`src/rtl/ifilt_pkg.sv`:
```
package ifilt_pkg;
    localparam int unsigned LEN_W = 4;
    localparam int unsigned CNT_W = 1 << LEN_W;

    typedef logic [CNT_W-1:0] cnt_t;

    typedef struct packed {
        cnt_t cnt;
        logic filt;
    } stage_t;
endpackage

```
`src/rtl/ifilt_sync.sv`:
```
module ifilt_sync #(
    parameter int unsigned W      = 18,
    parameter int unsigned STAGES = 2
) (
    input  logic         clk_i,
    input  logic         rst_ni,
    input  logic [W-1:0] async_i,
    output logic [W-1:0] sync_o
);
    logic [STAGES-1:0][W-1:0] chain_d, chain_q;

    always_comb begin
        chain_d[0] = async_i;
        for (int s = 1; s < STAGES; s++) begin
            chain_d[s] = chain_q[s-1];
        end
    end

    always_ff @(posedge clk_i or negedge rst_ni) begin
        if (!rst_ni) begin
            chain_q <= '1;
        end else begin
            chain_q <= chain_d;
        end
    end

    assign sync_o = chain_q[STAGES-1];
endmodule

```
`src/rtl/ifilt_stage.sv`:
```
module ifilt_stage
    import ifilt_pkg::*;
(
    input  logic clk_i,
    input  logic rst_ni,
    input  logic smp_i,
    input  logic restart_i,
    input  cnt_t limit_i,
    output logic filt_o
);
    stage_t st_d, st_q;
    cnt_t   cnt_inc;

    always_comb begin
        st_d    = st_q;
        cnt_inc = st_q.cnt + cnt_t'(1);
        if (restart_i) begin
            st_d.cnt = '0;
        end else if (smp_i != st_q.filt) begin
            if (cnt_inc == limit_i) begin
                st_d.filt = smp_i;
                st_d.cnt  = '0;
            end else begin
                st_d.cnt  = cnt_inc;
            end
        end else begin
            st_d.cnt = '0;
        end
    end

    always_ff @(posedge clk_i or negedge rst_ni) begin
        if (!rst_ni) begin
            st_q <= '{cnt: '0, filt: 1'b1};
        end else begin
            st_q <= st_d;
        end
    end

    assign filt_o = st_q.filt;

    AST_CNT_BELOW_LIMIT: assert property (@(posedge clk_i) disable iff (!rst_ni)
        st_q.cnt < limit_i);
    AST_CNT_STEP: assert property (@(posedge clk_i) disable iff (!rst_ni)
        st_q.cnt != '0 |-> st_q.cnt == cnt_t'($past(st_q.cnt) + cnt_t'(1)));
    AST_MATCH_HOLDS: assert property (@(posedge clk_i) disable iff (!rst_ni)
        smp_i == st_q.filt |=> $stable(st_q.filt));
    AST_RESTART_CLEARS: assert property (@(posedge clk_i) disable iff (!rst_ni)
        restart_i |=> (st_q.cnt == '0 && $stable(st_q.filt)));
endmodule

```
`src/rtl/ifilt_status.sv`:
```
module ifilt_status #(
    parameter int unsigned NUM_IRQ  = 16,
    parameter int unsigned NUM_NMI  = 2,
    parameter int unsigned STATUS_W = 32
) (
    input  logic [NUM_IRQ-1:0]  irq_filt_i,
    input  logic [NUM_NMI-1:0]  nmi_filt_i,
    output logic [STATUS_W-1:0] status_o
);
    always_comb begin
        status_o = '0;
        for (int i = 0; i < NUM_IRQ; i++) begin
            status_o[i] = ~irq_filt_i[i];
        end
        for (int j = 0; j < NUM_NMI; j++) begin
            status_o[STATUS_W-1-j] = ~nmi_filt_i[j];
        end
    end
endmodule

```
`src/rtl/irq_glitch_filter.sv`:
```
module irq_glitch_filter
    import ifilt_pkg::*;
#(
    parameter int unsigned NUM_IRQ     = 16,
    parameter int unsigned NUM_NMI     = 2,
    parameter int unsigned STATUS_W    = 32,
    parameter int unsigned SYNC_STAGES = 2
) (
    input  logic                clk_i,
    input  logic                rst_ni,
    input  logic [LEN_W-1:0]    len_i,
    input  logic [NUM_IRQ-1:0]  irq_pin_i,
    input  logic [NUM_NMI-1:0]  nmi_pin_i,
    output logic [STATUS_W-1:0] status_o
);
    localparam int unsigned NUM_PIN = NUM_IRQ + NUM_NMI;

    typedef struct packed {
        logic [LEN_W-1:0] len;
    } top_state_t;

    top_state_t         top_d, top_q;
    logic [NUM_PIN-1:0] pins, synced, filt;
    logic               restart;
    cnt_t               limit;

    assign pins = {nmi_pin_i, irq_pin_i};

    always_comb begin
        top_d     = top_q;
        top_d.len = len_i;
        restart   = (len_i != top_q.len);
        limit     = cnt_t'(1) << top_q.len;
    end

    always_ff @(posedge clk_i or negedge rst_ni) begin
        if (!rst_ni) begin
            top_q <= '{len: '0};
        end else begin
            top_q <= top_d;
        end
    end

    ifilt_sync #(.W(NUM_PIN), .STAGES(SYNC_STAGES)) i_sync (
        .clk_i   (clk_i),
        .rst_ni  (rst_ni),
        .async_i (pins),
        .sync_o  (synced)
    );

    for (genvar p = 0; p < NUM_PIN; p++) begin : g_stage
        ifilt_stage i_stage (
            .clk_i     (clk_i),
            .rst_ni    (rst_ni),
            .smp_i     (synced[p]),
            .restart_i (restart),
            .limit_i   (limit),
            .filt_o    (filt[p])
        );
    end

    ifilt_status #(.NUM_IRQ(NUM_IRQ), .NUM_NMI(NUM_NMI), .STATUS_W(STATUS_W)) i_status (
        .irq_filt_i (filt[NUM_IRQ-1:0]),
        .nmi_filt_i (filt[NUM_PIN-1:NUM_IRQ]),
        .status_o   (status_o)
    );
endmodule

```
`config.mk`:
```
export PLATFORM = sky130hd
export DESIGN_NAME = irq_glitch_filter
export DESIGN_NICKNAME = d
export VERILOG_FILES = /design/src/rtl/ifilt_pkg.sv /design/src/rtl/ifilt_sync.sv /design/src/rtl/ifilt_stage.sv /design/src/rtl/ifilt_status.sv /design/src/rtl/irq_glitch_filter.sv
export SDC_FILE = /design/constraint.sdc
export NUM_CORES = 1
export LEC_CHECK = 0
export ABC_CLOCK_PERIOD_IN_PS = 7400
export BUFFER_PORTS_ARGS = -buffer_cell sky130_fd_sc_hd__buf_2
export CAP_MARGIN = 40
export CORE_ASPECT_RATIO = 0.8
export CORE_MARGIN = 2
export CORE_UTILIZATION = 60
export DETAILED_ROUTE_END_ITERATION = 8
export PLACE_DENSITY = 0.77
export SKIP_CTS_REPAIR_TIMING = 1
export SYNTH_ARGS = -nofsm -noshare
export SYNTH_HDL_FRONTEND = slang
export SYNTH_HIERARCHICAL = 1
export SYNTH_SLANG_ARGS = --single-unit
export TNS_END_PERCENT = 100
```
`constraint.sdc`:
```
create_clock -name clk_i -period 7.4 [get_ports clk_i]
set_input_delay 0 -clock clk_i [delete_from_list [all_inputs] [get_ports clk_i]]
set_output_delay 0 -clock clk_i [all_outputs]
set_load 0.1 [all_outputs]
```
# Word-level counts from Yosys, hierarchy flattened
# Index checks and enable logic that the tools add are counted.
# totals
inputBits	24
output_inout_bits	32
wordCells	186
regBits	346
# op_classes
eq_ne	37
add_sub_neg	18
n_reduce_logical	18
n_shift	1
n_bitwise	19
n_mux	54
# op_table
op	count
$mux 16	54
$add 16x1->16 const B	18
$eq 16x16->1	18
$reduce_and 3->1	18
$not 1->1	19
$ne 1x1->1	18
$shl 1x4->16 const A	1
$ne 4x4->1	1

# Longest topological paths before layout
# Gate-level depths: netlist (run 1).
# depth
ltp_word	5
depth_mapped	11
depth_no_buf	9

# Hierarchy
# The synthesis (run 1) kept the hierarchy.
# modules_own_cells
module	seq_area_each_um2	instances	cells_per_inst	area_per_inst_um2
ifilt_stage (g_stage[0].i_stage ...)	426.7	16	129	1247.4
ifilt_stage (g_stage[8].i_stage ...)	426.7	2	132	1236.2
ifilt_sync	945.9	1	36	945.9
irq_glitch_filter	100.1	1	35	369.1
ifilt_status	0.0	1	33	176.4

# Least setup slack after synthesis (run 1)
# Ideal clock, no wire load.
# synth_timing
path_kind	reg2reg
startpoint	register top_q[0] in the netlist's numbering
endpoint	register g_stage[0].i_stage.st_q (netlist bit g_stage[0].i_stage/filt_o)
path_slack_ns	1.818
required_ns	7.315
arrival_ns	5.498
stages_incl_launch_ff	10
n_path_buf	1
cell_sequence	dfrtp_1 -> buf_6 -> nand2b_4 -> nor2_1 -> o21ai_0 -> a2111oi_4 -> and4_1 -> o2111ai_2 -> nor4_2 -> mux2_1
# synth_between
elab_chain_cells	3
word_cells_on_any_way	5
cone_classes	eq/ne: 2; shift: 1; bitwise: 1; reduce/logical: 1
# synth_rtl
item	line	source
start, declared	irq_glitch_filter.sv:22	top_state_t top_d, top_q;
start signal, assigned	irq_glitch_filter.sv:38	top_q <= '{len: '0};
start signal, assigned	irq_glitch_filter.sv:40	top_q <= top_d;
$shl 1x4->16	irq_glitch_filter.sv:33	limit = cnt_t'(1) << top_q.len;
net limit[12]	irq_glitch_filter.sv:25	cnt_t limit;
$eq 16x16->1	ifilt_stage.sv:20	if (cnt_inc == limit_i) begin
$reduce_and 3->1 (no source line)	n/a	
end signal, assigned	ifilt_stage.sv:33	st_q <= '{cnt: '0, filt: 1'b1};
end signal, assigned	ifilt_stage.sv:35	st_q <= st_d;
end, declared	ifilt_stage.sv:11	stage_t st_d, st_q;
# The timed path passes the listed nets, and every way through them passes these cells.
# A chain may end at the register's enable or synchronous reset.

==> results of run 1 <==
==> kinds of logic (layout without fill, tap and decap cells) <==
family | count (synthesis) | after routing | synth area share, %
DFF | 346 | 346 | 36.5
other | 1 | 14 | 0.0157
adders and majority gates | 18 | 18 | 0.941
muxes | 34 | 34 | 1.52
and+or+nand+nor | 1077 | 1077 | 26.7
buffers and inverters | 212 | 219 | 4.50
xor gates and xnor gates | 538 | 538 | 22.0
AOI/OAI and AO/OA | 206 | 206 | 7.85
==> area by class of cell <==
class	count	area, sq um
Clock buffer	52	1130
Clock inverter	19	265
Fill cell	3160	13400
Inverter	60	225
Multi-Input combinational cell	1887	14300
Sequential cell	346	8730
Tap cell	536	671
Timing Repair Buffer	88	638
==> registers in the layout, indices dropped and copies added, names as in the netlist <==
signal                  cells
g_stage.i_stage/filt_o     18
i_sync/chain_d             18
top_q                       4
g_stage.i_stage/st_q      288
i_sync/sync_o              18
==> how the worst max path moves through the flow <==
stage	to	cells past startpoint	startpoint	slack, ns
6_report	g_stage[2].i_stage/st_q[8]	9	top_q[3]	3.27
5_1_grt	g_stage[11].i_stage/st_q[11]	9	top_q[3]	3.02
4_1_cts	g_stage[13].i_stage/st_q[11]	9	top_q[3]	3.27
3_5_place_dp	g_stage[1].i_stage/st_q[11]	9	top_q[3]	3.30
3_3_place_gp	g_stage[9].i_stage/st_q[8]	8	top_q[3]	3.46
2_1_floorplan	g_stage[0].i_stage/filt_o	9	top_q[0]	1.82
==> layer usage <==
metal | track usage (%) | up-vias
li1 | - | 8688
met1 | 39.4 | 9150
met2 | 44.3 | 625
met3 | 4.30 | 141
met4 | 9.86 | 0
met5 | 0 | -
==> per-stage QoR <==
stage / instance area, sq um / hold slack, ns / power, uW / instances / utilization [%]
after floorplan: 24000 / -0.296 / 2290 / 2445 / -
after global placement: 24300 / 0.106 / 2400 / 2893 / 61.7
after detailed placement: 24300 / 0.107 / 2410 / 2894 / 61.7
after CTS: 25700 / -0.471 / 4510 / 2965 / 65.3
after global routing: 25900 / 0.0844 / 4640 / 2988 / 65.9
final: 25900 / 0.0925 / 4480 / 2988 / 65.9
==> cell usage after synthesis, types with 18 or more instances <==
library cell and count:
xor2_1 218, dfstp_2 54, o21ai_0 54, o211ai_1 18
nor4b_1 32, buf_6 22, dfrtp_1 292, ha_1 18
nor3_1 240, clkbuf_1 66, nand4_1 77, nand3_1 144
o21ai_1 18, inv_1 60, xnor2_1 282, or2_2 48
buf_2 34, o21a_1 18, mux2_1 18, o32a_1 18
nor4_2 20, nor2_1 119, xnor3_1 22, nor4_1 100
nand2_1 140
==> power groups by stage <==
stage                     clock [uW]  sequential, uW  combinational (uW)
after floorplan                    0            1980                 317
after global placement             0            1990                 415
after detailed placement           0            1990                 421
after CTS                       2140            1950                 423
after global routing            2220            1960                 462
final                           2090            1950                 431
==> metrics.txt, run 1 <==
drt first pass iters=6; syn avg cell area=9.84 sq um; Post-synth EDFFs=0; Buf/Inv on CP=1; Setup crit end kind=flop; Final period util=55.9%; WL final=57400 um; fraction of layout cells with a size suffix above 1=14.7%; CTS tree=yes; slowest stage delay, CP=0.69 ns; leading area contributor after synthesis=dfrtp_1; first-pass GRT wire length=94200 um; worst setup margin=3.27 ns; DR vias=18600; run status=finished, final reports clean; Lkg Pwr=0.00931 uW; R2R setup slack=3.27 ns; dpl hpwl=37900 um; Setup CP Type=flop to flop; routed length on met2=26200 um; Syn Std Cell Area=23900 sq um; initial antenna violation count=0; max-cap check violation count=0; Avg WL per Cell=19.2 um; die area=41500 sq um; Crit path max-delay family=simple AND/OR/NAND/NOR gates; Skew-Pair Late Insertion Delay=0.55 ns; area fraction of the dominant cell type after synthesis=30.5%; Site Rows=65; final setup TNS=0 ns; R2R cell count=9; clock sink count=346; FMAX=0.242 GHz; Die Wd=227 um; die height=183 um; Final setup viols=0; Final min period=4.13 ns; most frequent cells in the layout=292 x dfrtp_1, 282 x xnor2_1, 238 x nor3_1; Reg clk slew, reported paths=0.06 ns; vias per inst=6.23; uppermost routed layer=met4; #FFs+latches synth=346; PortBufs=41; Mapped Cells=2432; Pins Over Slew Limit=0; CP max-delay cell=dfrtp_1; final hold vios=0; synth unique cells=59; reg2reg end=g_stage[2].i_stage/st_q[8]; most common cell after layout, fill and taps aside=dfrtp_1; Area Growth Syn to Fin=8.37%; vias in the first global route=18200; GRT Total Usage=28.1%; Core ar.=39400 sq um; setup slack at placement=3.30 ns; Num CTS Buffers=39; worst-path fanout max=46; Setup Skew=0.0192 ns; VDD IR max=0.182 mV; grt ovf=0; Max Buffers Root-to-Sink=3; htree depth=2; Slew HR=37.6%; CP required=7.79 ns; DRT met1 WL=25300 um; post-route ant nets=0; DR iter-0 viols=1424; I/O pin count=56; hold_sp=irq_pin_i[0]; Main synth FF type=dfrtp_1; Remaining DRCs=0; largest net degree at the start of global routing=120; P per Cell Area=173 nW/um^2; metal3 WL=3920 um; Seq pwr share=43.6%; Hold EP=i_sync/chain_d[18]; Worst Hold Depth=2; fraction of registers with async set or reset after synthesis=100%; NumNets Final=2464; Comb pwr share=9.6%; unrepaired setup endpoints after global routing=false; reg2reg start=top_q[3]; Clock Tree Root=clkbuf_16; Synth area leaders=dfrtp_1 31%, xnor2_1 10%, xor2_1 8.0%, dfstp_2 5.9%, nor3_1 5.0%; switching pwr=1150 uW; CP arrival=4.52 ns; diodes inserted=0; power share of the clock group=46.7%; RD Place Congestion=0.873; CP cell instances=nand2b_4, nor2_4, buf_4, o21ai_0, a2111oi_4, and4_1, o2111ai_2, nor3_4, nor3_1; sw frac=25.6%; Worst Hold Class=input port to flop; Seq/Total Area, Yosys=36.5%; Power Internal=3330 uW; Yosys warnings=6; worst-margin pin slew=0.929 ns; Initial Utilization=60.8%; Worst setup SP type=flop
No activity file was read; power rests on OpenSTA's default activity.
==> run 2: changes to the inputs <==
--- a/config.mk
+++ b/config.mk
@@ -5,14 +5,14 @@
 export SDC_FILE = /design/constraint.sdc
 export NUM_CORES = 1
 export LEC_CHECK = 0
-export ABC_CLOCK_PERIOD_IN_PS = 7400
+export ABC_CLOCK_PERIOD_IN_PS = 3650
 export BUFFER_PORTS_ARGS = -buffer_cell sky130_fd_sc_hd__buf_2
 export CAP_MARGIN = 40
 export CORE_ASPECT_RATIO = 0.8
 export CORE_MARGIN = 2
-export CORE_UTILIZATION = 60
+export CORE_UTILIZATION = 58
 export DETAILED_ROUTE_END_ITERATION = 8
-export PLACE_DENSITY = 0.77
+export PLACE_DENSITY = 0.78
 export SKIP_CTS_REPAIR_TIMING = 1
 export SYNTH_ARGS = -nofsm -noshare
 export SYNTH_HDL_FRONTEND = slang
==> constraint.sdc (replaced) <==
create_clock -name clk_i -period 3.65 [get_ports clk_i]
set_input_delay 0 -clock clk_i [delete_from_list [all_inputs] [get_ports clk_i]]
set_output_delay 0 -clock clk_i [all_outputs]
set_load 0.1 [all_outputs]
==> run 2 against run 1 <==
  * First-iteration DRC count shrank 2.2%
  * Worst hold slack lost 0.070 ns
  * Critical path depth is the same
  * Routed wire length grew 6.0%
  * Clock skew grew 0.00083 ns
  * Cell area grew 5.0%
  * Critical path type unchanged
  * Highest routed layer unchanged
==> metrics.txt, run 2 (synthesized netlist as in run 1, its figures left out) <==
CP cell instances=nor3_4, buf_4, xnor2_1, o21ai_0, a2111oi_4, and4_1, o2111ai_2, nor3_4, nor3_1; Min Hold Slack=0.0229 ns (-0.0695 ns); worst setup path endpoint=g_stage[4].i_stage/st_q[16]; Clock Tree Root=clkbuf_16; slowest stage delay, CP=0.79 ns (+0.10 ns); CP startpoint=top_q[2]; dpl hpwl=40900 um (+8.1%); Site Rows=66 (+1.5%); Remaining DRCs=0 (unchanged); Buf/Inv on CP=1 (unchanged); Setup CP Type=flop to flop; Slew HR=40.9% (+3.3 points); total power=9040 uW (+100%); Num CTS Buffers=39 (unchanged); final non-filler cell total=3044 (+1.9%); RD Place Congestion=0.934 (+7.0%); final core utilization=67.0% (+1.1 points); htree depth=2 (unchanged); R2R cell count=9 (unchanged); reg2reg start=top_q[2]; Lkg Pwr=0.00961 uW (+3.3%); most frequent cells in the layout=292 x dfrtp_1, 279 x xnor2_1, 218 x xor2_1; Final setup viols=0 (unchanged); NumNets Final=2512 (+1.9%); Avg WL per Cell=20.0 um (+4.0%); drt first pass iters=6 (unchanged); Power Internal=6670 uW (+100%); CTS tree=yes; clock sink count=346 (unchanged); FMAX=0.283 GHz (+17%); R2R setup slack=0.11 ns (-3.15 ns); I/O pin count=56 (unchanged); Pins Over Slew Limit=0 (unchanged); Worst Hold Class=input port to asynchronous set/reset pin; die area=42900 sq um (+3.4%); GRT Total Usage=28.4% (+0.38 points); CP max-delay cell=nor3_4; Worst setup SP type=flop; fraction of layout cells with a size suffix above 1=22.7% (+8.0 points); first-pass GRT wire length=98400 um (+4.4%); VDD IR max=0.343 mV (+88%); max reg flops=288 (unchanged); CP dominant cell by count=nor3_4; worst-margin pin slew=0.884 ns (-0.0448 ns); CP required=4.04 ns (-3.75 ns); unrepaired setup endpoints after global routing=false; Skew-Pair Late Insertion Delay=0.56 ns (about the same); grt ovf=0 (unchanged); Initial Utilization=58.9% (-1.9 points); PortBufs=41 (unchanged); Area Growth Syn to Fin=13.8%; worst-path fanout max=16 (-65%); sw frac=26.2% (+0.61 points); Comb pwr share=10.6% (+1.0 points); WL final=60800 um (+6.0%); Max Buffers Root-to-Sink=3 (unchanged); run status=finished, final reports clean; largest net degree at the start of global routing=85 (-29%); final setup TNS=0 ns (unchanged); P per Cell Area=332 nW/um^2 (+92%); DR iter-0 viols=1393 (-2.2%); max-cap check violation count=0 (unchanged); DR vias=19000 (+2.2%); diodes inserted=0 (unchanged); Final min period=3.54 ns (-0.596 ns); Core ar.=40600 sq um (+3.2%); final hold vios=0 (unchanged); reg2reg end=g_stage[4].i_stage/st_q[16]; Setup Skew=0.0200 ns (+0.000835 ns); most common cell after layout, fill and taps aside=dfrtp_1; Reg clk slew, reported paths=0.06 ns (about the same); post-route ant nets=0 (unchanged); Crit path max-delay family=simple AND/OR/NAND/NOR gates; vias in the first global route=18600 (+2.6%); Final period util=96.9% (+41 points); power share of the clock group=45.7% (-1.0 points); Seq pwr share=43.8% (+0.2 points); CP arrival=3.92 ns (-0.60 ns); die height=186 um (+1.7%); vias per inst=6.25 (+0.33%); switching pwr=2370 uW (+110%); Die Wd=231 um (+1.7%); Setup crit end kind=flop; CP Depth=9 (unchanged); # placed instances=2947 (+1.8%); initial antenna violation count=0 (unchanged); Largest Register=g_stage.i_stage/st_q
-- run 2: through the flow --
| step | cell area, sq um | setup slack, ns |
|---|---|---|
| after floorplan | 25000 | -0.269 |
| after global placement | 25600 | 0.231 |
| after detailed placement | 25600 | 0.132 |
| after CTS | 26900 | 0.134 |
| after global routing | 27200 | 0.00589 |
| final | 27200 | 0.112 |
-- run 2: power groups by stage --
stage	registers [uW]	clock network (uW)	logic [uW]
floorplan	4010	0	674
global placement	4020	0	910
detailed placement	4020	0	925
CTS	3960	4210	931
global route	3960	4370	1010
finish	3960	4130	955
-- run 2: final cells by class --
| class | instances | area [sq um] |
|---|---|---|
| clock inverters | 14 | 183 |
| fillers | 3136 | 13400 |
| well taps | 544 | 681 |
| inverters | 60 | 225 |
| flip-flops and latches | 346 | 8730 |
| clock buffers | 57 | 1160 |
| repair buffers | 136 | 1140 |
| multi-input cells | 1887 | 15100 |
-- run 2: worst min-delay path by stage --
stage	to	cells after the start
floorplan	g_stage[0].i_stage/st_q[10]	0
global placement	g_stage[1].i_stage/st_q[1]	1
global route	g_stage[1].i_stage/st_q[8]	2
finish	g_stage[1].i_stage/st_q[8]	2
detailed placement	g_stage[1].i_stage/st_q[1]	1
CTS	g_stage[1].i_stage/st_q[1]	1
-- run 2: metal layers --
metal  wire [um]  track usage (%)
met1       26900             39.4
met2       27800             45.1
met3        3910             4.70
met4        2150             10.6
met5           0                0
==> run 3: changes to the inputs <==
==> constraint.sdc (replaced) <==
create_clock -name clk_i -period 3.65 [get_ports clk_i]
set_input_delay 0.365 -clock clk_i [delete_from_list [all_inputs] [get_ports clk_i]]
set_output_delay 0.365 -clock clk_i [all_outputs]
set_load 0.1 [all_outputs]
==> run 3 against run 2 <==
  * Non-clock buffer count is 1 higher
  * Global-route usage is 0.072 points higher
  * Largest power group unchanged
  * Highest routed layer unchanged
  * Critical path type unchanged
  * Via count is 0.40% lower
==> metrics.txt, run 3 (synthesized netlist as in run 1, its figures left out) <==
Worst setup SP type=flop; Area Growth Syn to Fin=13.7% (about the same); setup slack at placement=0.105 ns (-0.0268 ns); run status=finished, final reports clean; GRT Total Usage=28.5% (+0.072 points); die height=186 um (unchanged); Setup Skew=0.0106 ns (-0.00947 ns); switching pwr=2330 uW (-1.5%); Clock Tree Root=clkbuf_16; RD Place Congestion=0.955 (+2.3%); Final min period=3.50 ns (-0.0360 ns); largest net degree at the start of global routing=82 (-3.5%); WL final=60500 um (-0.43%); Max Buffers Root-to-Sink=3 (unchanged); Initial Utilization=58.9% (unchanged); unrepaired setup endpoints after global routing=false; DR vias=18900 (-0.40%); drt first pass iters=7 (+1); Slew HR=42.5% (+1.6 points); Num CTS Buffers=39 (unchanged); Remaining DRCs=0 (unchanged); Lkg Pwr=0.00962 uW (+0.11%); Worst Hold Class=input port to flop; worst-path fanout max=16 (unchanged); Reg clk slew, reported paths=0.06 ns (about the same); Setup crit end kind=flop; Min Hold Slack=0.0237 ns (+0.000780 ns); VDD IR max=0.369 mV (+7.7%); Power Internal=6620 uW (-0.83%); most frequent cells in the layout=292 x dfrtp_1, 279 x xnor2_1, 218 x xor2_1; clock sink count=346 (unchanged); worst-margin pin slew=0.859 ns (-0.0245 ns); CP required=4.04 ns (about the same); I/O pin count=56 (unchanged); Final period util=95.9% (-0.99 points); NumNets Final=2513 (+0.040%); die area=42900 sq um (unchanged); CP arrival=3.89 ns (-0.03 ns); sw frac=26.1% (-0.14 points); vias in the first global route=18800 (+0.91%); post-route ant nets=0 (unchanged); Largest Register=g_stage.i_stage/st_q; worst setup margin=0.148 ns (+0.0360 ns); Site Rows=66 (unchanged); DR iter-0 viols=1737 (+25%); PortBufs=41 (unchanged); Core ar.=40600 sq um (unchanged); CTS tree=yes; Comb pwr share=10.6% (about the same); grt ovf=0 (unchanged); Final setup viols=0 (unchanged); most common cell after layout, fill and taps aside=dfrtp_1; final core utilization=66.9% (about the same); diodes inserted=0 (unchanged); initial antenna violation count=0 (unchanged); max reg flops=288 (unchanged); Seq pwr share=44.3% (+0.5 points); Pins Over Slew Limit=0 (unchanged); Setup CP Type=flop to flop; FMAX=0.286 GHz (+1.0%); vias per inst=6.22 (-0.43%); P per Cell Area=329 nW/um^2 (-0.95%); fraction of layout cells with a size suffix above 1=22.8% (+0.11 points); final hold vios=0 (unchanged); max-cap check violation count=0 (unchanged); power share of the clock group=45.1% (-0.6 points); htree depth=2 (unchanged); dpl hpwl=41300 um (+0.86%); first-pass GRT wire length=98900 um (+0.50%); Avg WL per Cell=19.9 um (-0.47%); Die Wd=231 um (unchanged); Skew-Pair Late Insertion Delay=0.55 ns (about the same)
run 3: cell count changes in the layout (fill, tap and decap cells not counted), sizes merged:
cell	before	now
buf	113	117
bufinv	4	3
clkbuf	57	59
clkinv	7	9
clkinvlp	2	0
dlygate4sd3	23	20
inv	61	60
run 3: path summary, 6_finish.rpt:
| check | startpoint | end | slack, ns | cells past startpoint |
|---|---|---|---|---|
| min in group asynchronous | rst_ni | g_stage[1].i_stage/st_q[12] | 0.39 | 2 |
| setup / recovery | top_q[1] | g_stage[0].i_stage/st_q[5] | 0.15 | 9 |
| hold / removal | len_i[0] | top_q[0] | 0.02 | 1 |
| hold reg to reg | i_sync/chain_d[24] | i_sync/sync_o[6] | 0.35 | 0 |
| setup reg to reg | top_q[1] | g_stage[0].i_stage/st_q[5] | 0.15 | 9 |
| max in group asynchronous | rst_ni | i_sync/sync_o[7] | 2.31 | 3 |
run 3: final cells by class:
cell class / instances / area [sq um]
Clock buffer: 59 / 1170
Tap cell: 544 / 681
Fill cell: 3101 / 13400
Clock inverter: 12 / 135
Inverter: 60 / 225
Timing Repair Buffer: 137 / 1150
Sequential cell: 346 / 8730
Multi-Input combinational cell: 1887 / 15100
run 3: power by group through the flow:
stage | Sequential [uW] | Clock, uW | Combinational, uW
after global placement | 4030 | 0 | 903
final | 3960 | 4040 | 947
after detailed placement | 4030 | 0 | 918
after floorplan | 4010 | 0 | 674
after global routing | 3970 | 4300 | 1010
after CTS | 3960 | 4140 | 922
run 3: critical path: stages (launching register included):
cell       delay (ns)
dfrtp_1          0.61
nor4_4           0.54
buf_12           0.22
xor2_1           0.17
o211ai_1         0.16
a2111oi_4        0.32
and4_1           0.24
o2111ai_2        0.17
nor3_4           0.76
nor3_1           0.14
run 3: metal layers:
metal,vias to the layer above,track usage [%],routed length [um]
met3,114,4.26,4170
met5,-,0,0
met4,0,8.75,1440
met2,645,46.1,28400
met1,9416,39.8,26500
li1,8764,-,-
run 3: per-stage QoR:
| step | cell area [sq um] | instances | setup TNS, ns | power [uW] |
|---|---|---|---|---|
| 2_1_floorplan | 25000 | 2445 | -40.39 | 4680 |
| 3_3_place_gp | 25600 | 2946 | 0 | 4930 |
| 3_5_place_dp | 25600 | 2946 | 0 | 4950 |
| 4_1_cts | 26900 | 3017 | 0 | 9020 |
| 5_1_grt | 27200 | 3045 | 0 | 9280 |
| 6_report | 27200 | 3045 | 0 | 8950 |
